--- src/rtl/sym_da_pkg.sv ---
package sym_da_pkg;

  // strobes from sequencing control to the arithmetic datapath
  typedef struct packed {
    logic load;     // take a new sample, restart the word
    logic step;     // process one serial bit this cycle
    logic signBit;  // this bit carries the sign of the pair sums
  } daStrobe_t;

endpackage

--- src/rtl/sym_da_ctrl.sv ---
module sym_da_ctrl
  import sym_da_pkg::*;
#(
  parameter int WORD_BITS = 9
) (
  input  logic      clk,
  input  logic      rstN,
  input  logic      inValid,
  output daStrobe_t strb
);

  localparam int CNT_W = $clog2(WORD_BITS);

  logic             busy;
  logic [CNT_W-1:0] bitIdx;
  logic             lastBit;
  logic             accept;

  assign lastBit = busy && (bitIdx == CNT_W'(WORD_BITS - 1));
  // new samples enter only between words
  assign accept  = inValid && (!busy || lastBit);

  always_ff @(posedge clk or negedge rstN) begin
    if (!rstN) begin
      busy   <= 1'b0;
      bitIdx <= '0;
    end else if (accept) begin
      busy   <= 1'b1;
      bitIdx <= '0;
    end else if (lastBit) begin
      busy   <= 1'b0;
    end else if (busy) begin
      bitIdx <= bitIdx + 1'b1;
    end
  end

  always_comb begin
    strb.load    = accept;
    strb.step    = busy;
    strb.signBit = lastBit;
  end

endmodule

--- src/rtl/sym_da_lut.sv ---
module sym_da_lut #(
  parameter int                      PAIRS  = 4,
  parameter int                      COEF_W = 10,
  parameter logic [PAIRS*COEF_W-1:0] COEFS  = '0,
  parameter int                      LUT_W  = COEF_W + 3
) (
  input  logic        [PAIRS-1:0] addr,
  output logic signed [LUT_W-1:0] value
);

  localparam int DEPTH = 2 ** PAIRS;

  function automatic logic signed [LUT_W-1:0] subsetSum(int unsigned sel);
    int total;
    logic signed [COEF_W-1:0] c;
    total = 0;
    for (int k = 0; k < PAIRS; k++) begin
      c = COEFS[k*COEF_W +: COEF_W];
      if (sel[k]) total += int'(c);
    end
    return LUT_W'(total);
  endfunction

  logic signed [LUT_W-1:0] partSums [DEPTH];

  for (genvar e = 0; e < DEPTH; e++) begin : g_entry
    assign partSums[e] = subsetSum(e);
  end

  assign value = partSums[addr];

endmodule

--- src/rtl/sym_da_datapath.sv ---
module sym_da_datapath
  import sym_da_pkg::*;
#(
  parameter int                         TAPS   = 8,
  parameter int                         DATA_W = 8,
  parameter int                         COEF_W = 10,
  parameter logic [TAPS/2*COEF_W-1:0]   COEFS  = '0,
  parameter int                         ACC_W  = 24
) (
  input  logic                     clk,
  input  logic                     rstN,
  input  daStrobe_t                strb,
  input  logic signed [DATA_W-1:0] inData,
  output logic                     outValid,
  output logic signed [ACC_W-1:0]  outData
);

  localparam int PAIRS     = TAPS / 2;
  localparam int WORD_BITS = DATA_W + 1;
  localparam int LUT_W     = COEF_W + $clog2(PAIRS) + 1;

  logic signed [DATA_W-1:0] taps   [TAPS];
  logic        [DATA_W-1:0] serial [TAPS];
  logic        [PAIRS-1:0]  carry, carryNext, sumBit;
  logic signed [LUT_W-1:0]  lutValue;
  logic signed [ACC_W-1:0]  acc, lutWide, partial, accNext;

  // tap line and serial copies; serial registers sign-extend as they shift
  always_ff @(posedge clk or negedge rstN) begin
    if (!rstN) begin
      for (int i = 0; i < TAPS; i++) begin
        taps[i]   <= '0;
        serial[i] <= '0;
      end
    end else if (strb.load) begin
      taps[0]   <= inData;
      serial[0] <= inData;
      for (int i = 1; i < TAPS; i++) begin
        taps[i]   <= taps[i-1];
        serial[i] <= taps[i-1];
      end
    end else if (strb.step) begin
      for (int i = 0; i < TAPS; i++)
        serial[i] <= {serial[i][DATA_W-1], serial[i][DATA_W-1:1]};
    end
  end

  // one serial adder per symmetric pair
  for (genvar k = 0; k < PAIRS; k++) begin : g_pair
    logic bitA, bitB;
    assign bitA         = serial[k][0];
    assign bitB         = serial[TAPS-1-k][0];
    assign sumBit[k]    = bitA ^ bitB ^ carry[k];
    assign carryNext[k] = (bitA & bitB) | (bitA & carry[k]) | (bitB & carry[k]);
  end

  always_ff @(posedge clk or negedge rstN) begin
    if (!rstN)          carry <= '0;
    else if (strb.load) carry <= '0;
    else if (strb.step) carry <= carryNext;
  end

  sym_da_lut #(
    .PAIRS (PAIRS),
    .COEF_W(COEF_W),
    .COEFS (COEFS),
    .LUT_W (LUT_W)
  ) u_lut (
    .addr (sumBit),
    .value(lutValue)
  );

  // add at the top, halve every bit; subtract on the sign bit
  always_comb begin
    lutWide = ACC_W'(lutValue);
    partial = strb.signBit ? -lutWide : lutWide;
    accNext = (acc + (partial <<< WORD_BITS)) >>> 1;
  end

  always_ff @(posedge clk or negedge rstN) begin
    if (!rstN)          acc <= '0;
    else if (strb.load) acc <= '0;
    else if (strb.step) acc <= accNext;
  end

  always_ff @(posedge clk or negedge rstN) begin
    if (!rstN) begin
      outValid <= 1'b0;
      outData  <= '0;
    end else begin
      outValid <= strb.step && strb.signBit;
      if (strb.step && strb.signBit) outData <= accNext;
    end
  end

endmodule

--- src/rtl/sym_da_fir.sv ---
module sym_da_fir
  import sym_da_pkg::*;
#(
  parameter int                       TAPS   = 8,
  parameter int                       DATA_W = 8,
  parameter int                       COEF_W = 10,
  parameter logic [TAPS/2*COEF_W-1:0] COEFS  = {10'd300, 10'h3A6, 10'd40, 10'h3F9},
  localparam int OUT_W = COEF_W + $clog2(TAPS/2) + 1 + DATA_W + 2
) (
  input  logic                     clk,
  input  logic                     rstN,
  input  logic                     inValid,
  input  logic signed [DATA_W-1:0] inData,
  output logic                     outValid,
  output logic signed [OUT_W-1:0]  outData
);

  daStrobe_t strb;

  sym_da_ctrl #(
    .WORD_BITS(DATA_W + 1)
  ) u_ctrl (
    .clk    (clk),
    .rstN   (rstN),
    .inValid(inValid),
    .strb   (strb)
  );

  sym_da_datapath #(
    .TAPS  (TAPS),
    .DATA_W(DATA_W),
    .COEF_W(COEF_W),
    .COEFS (COEFS),
    .ACC_W (OUT_W)
  ) u_dp (
    .clk     (clk),
    .rstN    (rstN),
    .strb    (strb),
    .inData  (inData),
    .outValid(outValid),
    .outData (outData)
  );

endmodule

--- config.mk ---
export PLATFORM = sky130hd
export DESIGN_NAME = sym_da_fir
export DESIGN_NICKNAME = d
export VERILOG_FILES = /design/src/rtl/sym_da_pkg.sv /design/src/rtl/sym_da_ctrl.sv /design/src/rtl/sym_da_lut.sv /design/src/rtl/sym_da_datapath.sv /design/src/rtl/sym_da_fir.sv
export SDC_FILE = /design/constraint.sdc
export NUM_CORES = 1
export LEC_CHECK = 0
export BUFFER_PORTS_ARGS = -buffer_cell sky130_fd_sc_hd__buf_2
export CAP_MARGIN = 10
export CORE_ASPECT_RATIO = 0.75
export CORE_MARGIN = 3
export CORE_UTILIZATION = 40
export DETAILED_ROUTE_END_ITERATION = 6
export PLACE_DENSITY = 0.62
export SLEW_MARGIN = 20
export SYNTH_ARGS = -nofsm -noshare
export SYNTH_HDL_FRONTEND = slang
export SYNTH_HIERARCHICAL = 1
export SYNTH_SLANG_ARGS = --single-unit
--- constraint.sdc ---
create_clock -name clk -period 4.3 [get_ports clk]
set_input_delay 0.86 -clock clk [delete_from_list [all_inputs] [get_ports clk]]
set_output_delay 0.86 -clock clk [all_outputs]
set_load 0.005 [all_outputs]
==> impl_results.md <==
- First-pass GRT wire length: about 27 mm
- Final nets: 907
- Avg Cell Area, Syn: approximately 10 um2
- Port bufs: 34
- Synth Area in Adders: 0.05075
- Slew Limit Fails: 0
- Largest net degree at the start of global routing: 110
- RSZ-0062 raised after global routing: true
- Clk_lat worst skew: 430 ps
- Synth Flop Type: dfrtp_1
- FFs w/ async S/R, synth: 1.000
- DR vias/cell: 4.758
- Simple-Gate Fraction of Synth Area: 0.09643
- Rows: 45
- Gp weighted congestion: 0.8719
- Core area: 20,380 um2
- Share of the synthesized area in the top cell type: 0.5165
- Chip Height: 131.4 um
- Num Clock Sinks: 173
- Number of flops mapped to enable cells by yosys: 0
- Register area share after synthesis: 0.5165
- Post-Syn Area: roughly 8400 um2
- Die area: 22,750 um2
- Netlist cell types: 62
- Initial antenna violation count: 0
- Status: finished clean
- Largest family of logic cells by synthesized area: compound AO/OA/AOI/OAI gates
- DRC: 0
- Reg clk slew, reported paths: ~70 ps
- H-tree levels: 4
- GR Overflow Total: 0
- WS Path Type: reg2reg
- Clock Tree Root: clkbuf_16
- CTS tree: yes
- Synth Net Count: approximately 870
- Initial Utilization: 0.4112
- Fin crit period: 4226 ps
- Critical Path Fanout Max: 5
- Met1 WL: 8.185 mm
- Final setup vio count: 0
- Slew headroom: 0.4203
- Die W: 173.2 um
- Uppermost layer routed: met4
- DRT Pass-1 Iters: 4
- Max Cap Viol: 0
- Critical path data required time: roughly 4700 ps
- Detailed Route Iter0 Violations: 293
- Achievable Freq: 0.2366 GHz
- Crit path capture type: flip-flop
- Flops & latches, synth: between 150 and 200
- Synth Area in XOR/XNOR: 0.02672
- Ys Warns: 6
- # IOs: 35
- Antenna fix cells: 0
- Arr. time, crit path: around 4600 ps
- Layout cell share with drive strength beyond 1: 0.1970
- Final Hold Viols: 0
- Syn Inst Count: 823
- Fin crit share: 0.9827
- Synth area leaders: dfrtp_1 52%, mux2i_1 8.6%, o21ai_0 7.6%, inv_1 4.3%, nand2_1 4.1%
- Max Root-Sink Buffers: 2
- HP Class: reg2reg
- Post-detail-place hpwl: 10.01 mm
- Total Routed Length: 15.39 mm
- Leading area contributor after synthesis: dfrtp_1
- Met2 WL post-DR: between 6 and 7 mm
- GRT Total Usage: 0.1410
- Fin Clk Skew: roughly 12 ps
- CTS buffer count: 17
- Via count of the first global-routing pass: around 5,500
- Via count: 5,519
- Antenna viol nets, final: 0
- Setup TNS: 0 ps
- DR WL met3: 545 um
- Synth Area in Compound Gates: 0.1312
- Multiplexer share of the synthesized area: 0.1061
- Critical Path Start Type: flip-flop
- Tightest Pin Transition: roughly 870 ps
- Wire length per cell: 13.27 um
- P&R area growth vs syn: 16.73%
-- sequential cells by signal (all words and copies together) (netlist names) --
signal / cells
u_dp/taps: 56
u_dp/carry: 4
u_dp/g_pair.bitB: 4
u_dp/outData: 22
u_dp/acc: 21
u_dp/g_pair.bitA: 4
u_dp/outValid: 1
u_ctrl/busy: 1
u_dp/serial: 56
u_ctrl/bitIdx: 4
-- layout make-up --
cell class,instances,area (um2)
Fill cell,1932,10600
Sequential cell,173,4333
Multi-Input combinational cell,502,3654
Timing Repair Buffer,73,489.2
Clock buffer,17,425.4
Inverter,98,367.9
Tap cell,282,352.8
Clock inverter,15,162.7
-- per-layer routing --
| layer | track usage | vias to the layer above |
|---|---|---|
| met3 | 0.03120 | 13 |
| met1 | 0.2155 | 2589 |
| li1 | - | 2850 |
| met4 | 0.04095 | 0 |
| met2 | 0.1996 | 67 |
| met5 | 0 | - |
-- cells in the mapped netlist (4+ instances only) --
| cell type | n |
|---|---|
| dfrtp_1 | 173 |
| o21ai_0 | 127 |
| inv_1 | 97 |
| nand2_1 | 92 |
| mux2i_1 | 72 |
| nor2_1 | 35 |
| clkbuf_1 | 30 |
| ha_1 | 26 |
| xnor2_1 | 18 |
| mux2_2 | 15 |
| a21oi_1 | 13 |
| buf_4 | 10 |
| nand3_1 | 9 |
| a21o_1 | 7 |
| a22o_1 | 5 |
| buf_1 | 5 |
| fa_1 | 5 |
| xor2_1 | 5 |
| a211oi_1 | 4 |
| buf_2 | 4 |
| nand2b_1 | 4 |
| nand4_1 | 4 |
| nor3_1 | 4 |
| nor3b_1 | 4 |
-- logic make-up (layout without fill, tap and decap cells) --
group                      Yosys count  in the layout
adders and majority gates           31             31
xor gates and xnor gates            24             24
and+or+nand+nor                    175            175
muxes                               87             87
buffers and inverters              148            203
AOI/OAI and AO/OA                  185            185
DFF                                173            173
-- what timing repair did --
action | CTS | global route
hold buffers | 0 | 0
endpoints found under the hold margin | 0 | 0
gates cloned | 0 | 0
pin swaps | 8 | 12
endpoints found under the setup margin | 7 | 11
setup buffers | 4 | 0
gates resized for setup | 20 | 26
-- per-stage QoR --
stage	worst slack (ps)	util	hold slack, ps	cells	instance area (um2)
after floorplan	12.17	-	453.0	823	8392
after global placement	-0.1470	0.4401	453.2	1124	8970
after detailed placement	-97.35	0.4401	461.8	1124	8970
after CTS	6.677	0.4739	480.4	1160	9659
after global routing	-148.3	0.4800	502.6	1160	9784
final	74.19	0.4800	470.8	1160	9784
-- critical path: stages, from the launching register on --
cell	delay [ps]
dfrtp_1	360
inv_2	40
fa_1	480
inv_2	70
inv_2	50
buf_6	120
ha_4	140
and2_1	140
o31a_1	290
nor4_4	300
and3_4	230
inv_2	30
or4_4	440
nand2_2	110
xnor2_2	140
ha_4	250
a21o_1	180
a21o_1	200
a21oi_4	180
nand4b_1	110
mux2i_1	170
a211o_1	120
-- placed cells by master, fill, tap and decap left out, types with 5 or more instances in the layout --
| cell type | count |
|---|---|
| xnor2_1 | 16 |
| clkbuf_16 | 17 |
| mux2i_1 | 72 |
| fa_1 | 5 |
| a21oi_1 | 8 |
| nand2_1 | 91 |
| inv_1 | 88 |
| o21ai_0 | 123 |
| a21o_1 | 7 |
| inv_2 | 10 |
| nand3_1 | 9 |
| inv_8 | 7 |
| dfrtp_1 | 172 |
| a22o_1 | 5 |
| buf_4 | 36 |
| ha_1 | 20 |
| buf_2 | 33 |
| nor2_1 | 33 |
| mux2_2 | 15 |
-- final timing paths --
| kind | startpoint | end | slack (ps) | depth (start not counted) |
|---|---|---|---|---|
| max reg2reg | u_dp/carry[1] | u_dp/acc[20] | 70 | 21 |
| min in group asynchronous | rstN | u_dp/outData[9] | 490 | 1 |
| min reg2reg | u_dp/outData[10] | u_dp/outData[10] | 470 | 2 |
| max | u_dp/carry[1] | u_dp/acc[20] | 70 | 21 |
| max in group asynchronous | rstN | u_dp/serial[25] | 2930 | 2 |
| min | u_dp/outData[10] | u_dp/outData[10] | 470 | 2 |
Power is not shown: default switching activity piles up to over one toggle a cycle in this logic, so the estimate is an artifact.
